[config.mk]
export PLATFORM = sky130hd
export DESIGN_NAME = sdram_rc_seq
export DESIGN_NICKNAME = d
export VERILOG_FILES = /design/src/rtl/sdram_rc_pkg.sv /design/src/rtl/sdram_rc_ctrl.sv /design/src/rtl/sdram_rc_path.sv /design/src/rtl/sdram_rc_seq.sv
export SDC_FILE = /design/constraint.sdc
export NUM_CORES = 1
export LEC_CHECK = 0
export ABC_AREA = 1
export ABC_CLOCK_PERIOD_IN_PS = 1800
export BUFFER_PORTS_ARGS = -buffer_cell sky130_fd_sc_hd__buf_2
export CELL_PAD_IN_SITES_DETAIL_PLACEMENT = 1
export CELL_PAD_IN_SITES_GLOBAL_PLACEMENT = 1
export CORE_ASPECT_RATIO = 0.8
export CORE_MARGIN = 2
export CORE_UTILIZATION = 30
export CTS_CLUSTER_SIZE = 16
export DETAILED_ROUTE_END_ITERATION = 6
export PLACE_DENSITY = 0.74
export SLEW_MARGIN = 30
export SYNTH_ARGS = -nofsm -noshare
export SYNTH_HDL_FRONTEND = slang
export SYNTH_HIERARCHICAL = 1
export SYNTH_SLANG_ARGS = --single-unit
[constraint.sdc]
create_clock -name clk -period 1.8 [get_ports clk]
set_clock_uncertainty 0.2 [all_clocks]
set_input_delay 0.09 -clock clk [delete_from_list [all_inputs] [get_ports clk]]
set_output_delay 0.09 -clock clk [all_outputs]
set_load 0.01 [all_outputs]
[src/rtl/sdram_rc_pkg.sv]
package sdram_rc_pkg;
  localparam int BANK_W  = 2;
  localparam int BUS_W   = 12;
  localparam int COL_MIN = 8;
  localparam int COL_MAX = 10;
  localparam int ADDR_W  = BANK_W + BUS_W + COL_MAX;

  typedef enum logic [2:0] {
    ST_IDLE,
    ST_ACT,
    ST_WAIT,
    ST_COL,
    ST_DONE
  } seqState_t;

  typedef struct packed {
    logic capture;
    logic driveRow;
    logic driveCol;
  } pathStrobe_t;
endpackage

[src/rtl/sdram_rc_ctrl.sv]
module sdram_rc_ctrl
  import sdram_rc_pkg::*;
#(
  parameter int TRCD_W   = 3,
  parameter int TRCD_MIN = 2,
  parameter int TRCD_MAX = 4
) (
  input  logic              clk,
  input  logic              rstN,
  input  logic              reqValid,
  input  logic [TRCD_W-1:0] cfgTrcd,
  output logic              reqReady,
  output logic              csN,
  output logic              rasN,
  output logic              casN,
  output logic              done,
  output pathStrobe_t       strobe
);
  seqState_t         state, stateNext;
  logic [TRCD_W-1:0] trcdQ, trcdEff, waitCnt;

  // Clamp the requested delay into the supported window.
  always_comb begin
    if (cfgTrcd < TRCD_W'(TRCD_MIN))      trcdEff = TRCD_W'(TRCD_MIN);
    else if (cfgTrcd > TRCD_W'(TRCD_MAX)) trcdEff = TRCD_W'(TRCD_MAX);
    else                                  trcdEff = cfgTrcd;
  end

  always_comb begin
    stateNext = state;
    unique case (state)
      ST_IDLE: if (reqValid) stateNext = ST_ACT;
      ST_ACT:  stateNext = ST_WAIT;
      ST_WAIT: if (waitCnt == trcdQ - TRCD_W'(1)) stateNext = ST_COL;
      ST_COL:  stateNext = ST_DONE;
      ST_DONE: stateNext = ST_IDLE;
      default: stateNext = ST_IDLE;
    endcase
  end

  always_ff @(posedge clk or negedge rstN) begin
    if (!rstN) begin
      state   <= ST_IDLE;
      trcdQ   <= TRCD_W'(TRCD_MIN);
      waitCnt <= '0;
    end else begin
      state <= stateNext;
      if (state == ST_IDLE && reqValid) trcdQ <= trcdEff;
      if (state == ST_ACT)       waitCnt <= TRCD_W'(1);
      else if (state == ST_WAIT) waitCnt <= waitCnt + TRCD_W'(1);
    end
  end

  always_comb begin
    reqReady        = (state == ST_IDLE);
    csN             = !(state == ST_ACT || state == ST_WAIT || state == ST_COL);
    rasN            = (state != ST_ACT);
    casN            = (state != ST_COL);
    done            = (state == ST_DONE);
    strobe.capture  = (state == ST_IDLE) && reqValid;
    strobe.driveRow = (state == ST_ACT);
    strobe.driveCol = (state == ST_COL);
  end
endmodule

[src/rtl/sdram_rc_path.sv]
module sdram_rc_path
  import sdram_rc_pkg::*;
#(
  parameter int ROW_W = BUS_W,
  parameter int CMIN  = COL_MIN,
  parameter int CMAX  = COL_MAX,
  parameter int BNK_W = BANK_W
) (
  input  logic                         clk,
  input  logic                         rstN,
  input  pathStrobe_t                  strobe,
  input  logic [BNK_W+ROW_W+CMAX-1:0]  reqAddr,
  input  logic                         reqWrite,
  input  logic [1:0]                   cfgColW,
  output logic [BNK_W-1:0]             ba,
  output logic [ROW_W-1:0]             sdAddr,
  output logic                         weN
);
  localparam int NW = CMAX - CMIN + 1;

  logic [CMAX-1:0]  colCand  [NW];
  logic [ROW_W-1:0] rowCand  [NW];
  logic [BNK_W-1:0] bankCand [NW];

  // One candidate split per supported column width.
  for (genvar g = 0; g < NW; g++) begin : g_split
    localparam int CW = CMIN + g;
    assign colCand[g]  = CMAX'(reqAddr[CW-1:0]);
    assign rowCand[g]  = reqAddr[CW+ROW_W-1:CW];
    assign bankCand[g] = reqAddr[CW+ROW_W+BNK_W-1:CW+ROW_W];
  end

  logic [1:0] sel;
  always_comb sel = (int'(cfgColW) >= NW) ? 2'(NW - 1) : cfgColW;

  logic [CMAX-1:0]  colQ;
  logic [ROW_W-1:0] rowQ;
  logic [BNK_W-1:0] bankQ;
  logic             writeQ;

  always_ff @(posedge clk or negedge rstN) begin
    if (!rstN) begin
      colQ   <= '0;
      rowQ   <= '0;
      bankQ  <= '0;
      writeQ <= 1'b0;
    end else if (strobe.capture) begin
      colQ   <= colCand[sel];
      rowQ   <= rowCand[sel];
      bankQ  <= bankCand[sel];
      writeQ <= reqWrite;
    end
  end

  always_comb begin
    ba     = (strobe.driveRow || strobe.driveCol) ? bankQ : '0;
    sdAddr = strobe.driveRow ? rowQ
           : strobe.driveCol ? ROW_W'(colQ)
           : '0;
    weN    = !(strobe.driveCol && writeQ);
  end
endmodule

[src/rtl/sdram_rc_seq.sv]
module sdram_rc_seq
  import sdram_rc_pkg::*;
(
  input  logic              clk,
  input  logic              rstN,
  input  logic              reqValid,
  output logic              reqReady,
  input  logic [ADDR_W-1:0] reqAddr,
  input  logic              reqWrite,
  input  logic [1:0]        cfgColW,
  input  logic [2:0]        cfgTrcd,
  output logic              csN,
  output logic              rasN,
  output logic              casN,
  output logic              weN,
  output logic [BANK_W-1:0] ba,
  output logic [BUS_W-1:0]  sdAddr,
  output logic              done
);
  pathStrobe_t strobe;

  sdram_rc_ctrl #(.TRCD_W(3), .TRCD_MIN(2), .TRCD_MAX(4)) u_ctrl (
    .clk(clk), .rstN(rstN), .reqValid(reqValid), .cfgTrcd(cfgTrcd),
    .reqReady(reqReady), .csN(csN), .rasN(rasN), .casN(casN),
    .done(done), .strobe(strobe)
  );

  sdram_rc_path #(.ROW_W(BUS_W), .CMIN(COL_MIN), .CMAX(COL_MAX), .BNK_W(BANK_W)) u_path (
    .clk(clk), .rstN(rstN), .strobe(strobe), .reqAddr(reqAddr),
    .reqWrite(reqWrite), .cfgColW(cfgColW), .ba(ba), .sdAddr(sdAddr), .weN(weN)
  );
endmodule

; After elaboration in Yosys (flattened, before gate mapping)
; Cells that the tools add are included.
[totals]
ram_bits = 0
latchBits = 0
regBits = 34
mem_bits_ro = 0
mem_count = 0
input_bits = 33
out_inout_bits = 20
word_cells = 53
[op_classes]
n_bitwise = 1
addsub = 2
n_reduce_logical = 10
shift = 0
div = 0
eq_ne = 9
order_cmp = 4
n_mux = 20
mul = 0
[ops]
columns = cell, n
row1 = 2-to-1 mux 12 bit, 3
row2 = 2-to-1 mux 10 bit, 3
row3 = binary-select mux 12 bit (select 2 bit), 1
row4 = binary-select mux 10 bit (select 2 bit), 1
row5 = 2-to-1 mux 3 bit, 6
row6 = case mux 3 bit (4 select lines), 1
row7 = 2-to-1 mux 2 bit, 4
row8 = equality test 3 x 2 -> 1 bit (second input constant), 2
row9 = binary-select mux 2 bit (select 2 bit), 1
row10 = adder 3 x 1 -> 3 bit (second input constant), 1
row11 = equality test 3 x 1 -> 1 bit (second input constant), 1
row12 = equality test 3 bit, 1
row13 = equality test 3 bit (second input constant), 1
row14 = >= comparator 3 bit (second input constant), 1
row15 = > comparator 3 bit (second input constant), 1
row16 = zero test 3 bit, 1
row17 = logical OR 1 bit, 3
row18 = less-than comparator 3 x 2 -> 1 bit (second input constant), 1
row19 = inequality test 3 x 1 -> 1 bit (second input constant), 1
row20 = inequality test 3 x 2 -> 1 bit (second input constant), 1
row21 = NOT 2 -> 3 bit, 1
row22 = subtractor 3 x 1 -> 3 bit (second input constant), 1
row23 = >= comparator 2 bit (second input constant), 1
row24 = logical AND 1 bit, 2
row25 = other kinds (5), 6

; Longest topological paths before layout
; Gate-level depths: netlist of the first run.
[logic_depth]
ltp_word = 6
ltp_mapped = 10
ltp_nobuf = 10

; Hierarchy
; Netlist of the first run, hierarchy kept.
[by_module_without_submodules]
columns = mod, cells_per_inst, seq_area_each_um2, instances, area_each_um2
row1 = sdram_rc_path, 216, 625.6, 1, 1480.2
row2 = sdram_rc_ctrl, 70, 226.5, 1, 516.7

; Worst setup path after synthesis of the first run
; No wires, ideal clock.
[synth_timing]
path_kind = reg2out
start = register u_ctrl.state[1]
end = output sdAddr[2]
required_ps = 1510
n_path_buf = 1
slack_ps = 219
t_arrival_ps = 1291
stages_incl_launch_ff = 7
path_cell_list = dfrtp_1 > inv_1 > nand3_1 > inv_1 > inv_2 > clkbuf_1 > o22ai_1
[synth_lines]
columns = element, line_no
row1 = start: declaration, sdram_rc_ctrl.sv:19  ; seqState_t state, stateNext;
row2 = start signal: assignment, sdram_rc_ctrl.sv:47  ; state <= stateNext;
row3 = end: declaration, sdram_rc_seq.sv:17  ; output logic [BUS_W-1:0] sdAddr,

==> flow_metrics.py, run 1 <==
metrics = {
    "routing": {
        "drt_iter0_drc": 74,
        "dr.pass1.iters": 4,
        "antenna_left": 0,
        "vias": 2259,
        "drc": 0,
        "vias_per_cell": 4.72,
        "routedWlPerCell_um": 15.7,
        "routed_wl_um": 7510,
    },
    "global_route": {
        "first_global_vias": 2394,
        "grt_antenna_before_repair": 0,
        "track_usage_pct": 19.5,
        "grt_max_degree": 19,
        "grt_pass1_wl_um": 11200,
        "grt_remaining_overflow": 0,
    },
    "timing": {
        "hold_viol": 0,
        "slew_headroom_pct": 69.8,
        "period_minus_slack_ns": 1.81,
        "fin_crit_sh_pct": 101,
        "worst_slack_ns": -0.0128,
        "drv_slew": 0,
        "clock.fmax_mhz": 552,
        "grt_setup_unrepaired": "true",
        "worst_pin_slew_ns": 0.453,
        "finalSetupViolations": 3,
        "whs_ns": 0.0204,
    },
    "placed_design": {
        "io_buffers": 52,
        "globalplace.congestion": 0.775,
        "dp_hpwl_um": 4000,
        "pre_cts_slack_ns": -0.0355,
    },
    "clock_network": {
        "cts_tree": "yes",
        "root_buffer": "clkbuf_8",
        "clockBufferDepth": 2,
        "htree_levels": 2,
        "clk_pin_slew_ns": 0.07,
        "worst_skew_pair.late_latency_ns": 0.29,
        "clock-sinks": 34,
        "cts_buffers": 5,
    },
    "logic_synthesis": {
        "ys.flop_type": "dfrtp_1",
        "yosysUniqueCellTypes": 25,
        "ys_seq_elements": 34,
        "synth.avg_cell_area_um2": 6.98,
        "synth.area.top_cells": "dfrtp_1, nand2_1, inv_1",
        "yosysMostFrequentCell": "nand2_1",
        "synth_top_area_share_pct": 41.4,
        "synth_edf_count": 0,
        "synth_warnings": 6,
        "synthTopCellsByCount": "nand2_1, inv_1, dfrtp_1, nand3_1",
        "yosysTopAreaCell": "dfrtp_1",
        "synthArstFlopShare_pct": 100,
        "syn_area_um2": 2000,
        "ys_seq_area_share_pct": 42.7,
        "synth_nets": 321,
        "postSynthCellCount": 286,
    },
    "layout": {
        "n_fill_cell": 790,
        "syn2layout_area_growth_pct": 63.3,
        "drive_above_1_share_pct": 30.1,
        "nets": 430,
        "antenna_cells": 0,
    },
    "setup_path": {
        "endpoint_kind": "output port",
        "cp.required_ns": 1.51,
        "cp_cell_sequence": "inv_2, nand3_4, inv_4, inv_8, buf_12, o22ai_4, buf_6",
        "cp_max_fo": 5,
        "cp_slowest_stage_delay_ns": 0.44,
        "slowest_stage": "dfrtp_2",
        "cp-start-kind": "flop",
        "r2r_slack_ns": 0.03,
        "cp_data_arrival_time_ns": 1.52,
        "crit_type": "reg2out",
    },
    "outcome": {
        "failed_checks": "setup timing",
        "status": "complete, but fails checks",
    },
    "die": {
        "die_x_um": 95.2,
        "ios": 53,
        "fp.dieArea_um2": 7330,
        "die_y_um": 77.0,
        "fp.coreArea_um2": 6410,
        "placementRows": 26,
        "initial_core_util_pct": 31.2,
    },
    "power": {
        "p_leak_nw": 1.70,
        "ir_drop_uv": 497,
        "power.density_nw_per_um2": 1530,
    },
    "run": {
        "cap_viol_max_count": 0,
    },
    "hold_path": {
        "worst_hold_path_type": "in2reg",
    },
}
worst max-delay path, delay by kind of cell (launching register included):
| kind | cells | cell delay [ns] |
|---|---|---|
| and+or+nand+nor | 1 | 0.10 |
| AOI/OAI and AO/OA | 1 | 0.17 |
| DFF | 1 | 0.44 |
| buffers and inverters | 5 | 0.51 |
layer usage:
metal | track usage, % | part of all wire [%]
met1 | 24.9 | 45
met2 | 33.8 | 49
met3 | 3.24 | 3.3
met4 | 4.93 | 1.9
met5 | 0 | 0
flip-flops by register name, indices dropped and copies added (netlist names):
signal,flops
u_path/colQ,10
u_path/bankQ,2
u_ctrl/trcdQ,3
u_ctrl/waitCnt,3
u_path/writeQ,1
u_path/rowQ,12
u_ctrl/state,3
through the flow:
| step | utilization, % | power (mW) | area (µm²) | setup TNS (ns) | instances |
|---|---|---|---|---|---|
| after CTS | 46.3 | 4.24 | 2970 | -0.169 | 465 |
| after global routing | 50.9 | 5.39 | 3260 | -0.972 | 479 |
| after global placement | 36.7 | 3.15 | 2350 | 0 | 416 |
| final | 50.9 | 4.98 | 3260 | -0.0294 | 479 |
| after detailed placement | 36.7 | 3.23 | 2350 | -0.0395 | 416 |
| after floorplan | - | 2.59 | 2000 | 0 | 286 |
kinds of logic after synthesis:
logic type                 after synthesis  share of synthesized area [%]
AOI/OAI and AO/OA                       39                           10.6
xor gates and xnor gates                 1                          0.439
adders and majority gates                2                           1.25
buffers and inverters                   72                           15.8
DFF                                     34                           42.7
and+or+nand+nor                        138                           29.3
cell type report:
type / instances / area, µm² / area share (%)
clock buffer: 7 / 76.3 / 2.34
inverter: 60 / 238 / 7.29
multi-input combinational: 181 / 988 / 30.3
sequential: 34 / 855 / 26.2
tap: 84 / 105 / 3.22
timing repair buffer: 113 / 998 / 30.6
final timing paths:
path                                 start         endpoint  cells after the start
setup / recovery           u_ctrl/state[2]        sdAddr[2]                      7
hold / removal                  cfgColW[0]  u_path/bankQ[1]                      5
setup reg to reg           u_ctrl/state[2]   u_path/rowQ[2]                     10
hold reg to reg              u_path/writeQ    u_path/writeQ                      2
max in group asynchronous             rstN   u_path/rowQ[7]                      3
min in group asynchronous             rstN   u_path/colQ[3]                      2
where the power goes:
part	switching (mW)	internal, mW
registers	0.174	1.14
logic	1.70	1.43
clock network	0.280	0.267
total	2.15	2.83
cell usage in the layout, fill, tap and decap left out, types with 13 or more instances in the layout:
cell type / synthesis / layout
buf_4: 4 / 13
nand2_1: 103 / 102
buf_2: 3 / 50
nand3_1: 22 / 21
dlygate4sd3_1: 0 / 35
dfrtp_1: 33 / 31
inv_1: 55 / 51
o21ai_1: 11 / 17
timing repair:
action,CTS,global route
gates resized for setup,17,35
endpoints found under the hold margin,63,0
hold buffers,35,0
setup endpoints to repair,12,40
pin swaps,3,13
setup buffers,5,10
gates cloned,2,4
No activity file was read; power rests on OpenSTA's default activity.
==> run 2: changes to the inputs <==
CORE_UTILIZATION = 31   (was 30)
PLACE_DENSITY = 0.76   (was 0.74)
==> run 2 against run 1 <==
Compared with the run above:
- the flow still finishes with violations (setup timing)
- critical path depth is 1 lower
- hold slack worse by 0.010 ns
- highest routed layer unchanged
- final area is 8.2% lower
- clock-buffer cell count is 2 lower
- utilization is 3.5 points lower
- flip-flop and latch count stayed put
- global-route usage is 0.89 points lower
- largest power group unchanged
- critical path type unchanged
==> flow_metrics.py, run 2 (synthesis gave the netlist of run 1 again) <==
metrics = {
    "timing": {
        "clock.fmax_mhz": 551,
        "grt_setup_unrepaired": "true",
        "finalSetupViolations": 9,
        "hold_viol": 0,
        "fin_crit_sh_pct": 101,
        "period_minus_slack_ns": 1.81,
        "drv_slew": 0,
        "setup_tns_ns": -0.0752,
        "worst_slack_ns": -0.0144,
        "slew_headroom_pct": 68.9,
        "worst_pin_slew_ns": 0.467,
    },
    "layout": {
        "n_fill_cell": 825,
        "drive_above_1_share_pct": 27.4,
        "regMostFlops": "u_path/rowQ",
        "final_common_cell": "nand2_1",
        "nets": 417,
        "syn2layout_area_growth_pct": 49.9,
        "largest_reg_flops": 12,
        "reg_top3": "u_path/rowQ: 12 flops, u_path/colQ: 10 flops",
        "antenna_cells": 0,
        "mostFrequentLayoutCells": "nand2_1, buf_2, inv_1",
    },
    "die": {
        "die_x_um": 93.7,
        "initial_core_util_pct": 31.6,
        "ios": 53,
        "placementRows": 26,
        "fp.dieArea_um2": 7100,
        "die_y_um": 75.8,
        "fp.coreArea_um2": 6310,
    },
    "placed_design": {
        "pre_cts_slack_ns": 0.0235,
        "io_buffers": 52,
        "globalplace.congestion": 0.770,
        "dp_hpwl_um": 4010,
    },
    "clock_network": {
        "root_buffer": "clkbuf_8",
        "worst_skew_pair.late_latency_ns": 0.29,
        "clock-sinks": 34,
        "cts_tree": "yes",
        "htree_levels": 2,
        "cts_buffers": 5,
        "clk_pin_slew_ns": 0.07,
        "clockBufferDepth": 2,
    },
    "setup_path": {
        "cp_top_family": "flip-flops",
        "slowest_stage": "dfrtp_1",
        "cp_cell_sequence": "inv_2, nor3_4, nand2_4, buf_6, o22ai_2, buf_2",
        "cp-start-kind": "flop",
        "r2r_end": "u_path/rowQ[6]",
        "cp_max_fo": 5,
        "cp.required_ns": 1.51,
        "cp_data_arrival_time_ns": 1.52,
        "r2r_cells": 8,
        "cp_slowest_stage_delay_ns": 0.43,
        "endpoint_kind": "output port",
        "worstReg2RegStart": "u_ctrl/state[2]",
        "r2r_slack_ns": 0.09,
        "worst-path-buf-inv": 3,
        "crit_type": "reg2out",
    },
    "global_route": {
        "track_usage_pct": 18.6,
        "grt_antenna_before_repair": 0,
        "grt_pass1_wl_um": 10100,
        "grt_max_degree": 48,
        "grt_remaining_overflow": 0,
        "first_global_vias": 2158,
    },
    "outcome": {
        "status": "complete, but fails checks",
        "failed_checks": "setup timing",
    },
    "routing": {
        "routedWlPerCell_um": 13.4,
        "drc": 0,
        "antenna_left": 0,
        "vias_per_cell": 4.55,
        "vias": 2125,
        "drt_iter0_drc": 91,
        "routed_wl_um": 6260,
        "dr.pass1.iters": 4,
    },
    "run": {
        "cap_viol_max_count": 0,
    },
    "hold_path": {
        "hold_depth": 3,
        "worst_hold_path_type": "in2reg",
        "hold_end": "u_path/colQ[8]",
        "worstHoldStart": "cfgColW[0]",
    },
    "power": {
        "ir_drop_uv": 521,
        "p_leak_nw": 1.60,
        "power_mw": 4.46,
        "power.density_nw_per_um2": 1490,
    },
}
==> run 2: worst reg2reg max path: stages (launching register included) <==
cell	delay, ns
dfrtp_2	0.45
nor2_2	0.19
nand2_2	0.11
nor2_4	0.19
buf_12	0.19
nand3_1	0.09
o21ai_0	0.10
inv_1	0.07
nand2_1	0.07
==> run 2: worst max path at each step <==
stage                         start        end  slack, ns  cells past startpoint
floorplan           u_ctrl/state[1]  sdAddr[2]       0.22                      6
global placement    u_ctrl/state[2]  sdAddr[2]       0.09                      8
detailed placement  u_ctrl/state[2]  sdAddr[2]       0.02                      8
CTS                 u_ctrl/state[0]  sdAddr[0]      0.003                      6
global route        u_ctrl/state[0]      ba[0]      -0.12                      6
finish              u_ctrl/state[0]  sdAddr[9]      -0.01                      6
==> run 2: power breakdown <==
group          switching [mW]  internal (mW)  leakage (nW)  total, mW
Clock                   0.306          0.408        0.0579      0.714
Combinational            1.41           1.02          1.12       2.44
Sequential              0.174           1.13         0.419       1.31
==> run 2: per-layer routing <==
layer  GRT usage [%]  vias up  part of all wire, %
met5               0        -                    0
met4            5.31        0                  1.2
met3            4.55        8                  4.0
met2            31.7       46                   47
met1            23.9     1010                   48
li1                -     1061                    -
==> run 2: layout make-up <==
cell class	instances	area [µm²]	area share [%]
clock buffers	5	68.8	2.30
clock inverters	3	40.0	1.34
inverters	60	228	7.61
multi-input cells	180	921	30.8
flip-flops and latches	34	853	28.5
well taps	84	105	3.51
repair buffers	101	777	26.0
==> run 2: timing repair <==
action                                  4_1_cts  5_1_grt
pin swaps                                     0        3
gates cloned                                  1        1
endpoints found under the hold margin        63        0
endpoints found under the setup margin       12       20
buffers inserted                              6        1
resized for setup                            18       10
hold buffers                                 34        0
==> run 2: through the flow <==
step / cells / util, % / cell area (µm²) / hold WS, ns
after floorplan: 286 / - / 2000 / -0.406
after global placement: 416 / 36.9 / 2330 / -0.0439
after detailed placement: 416 / 36.9 / 2330 / -0.0394
after CTS: 465 / 46.1 / 2910 / 0.00347
after global routing: 467 / 47.4 / 2990 / 0.0319
final: 467 / 47.4 / 2990 / 0.00999
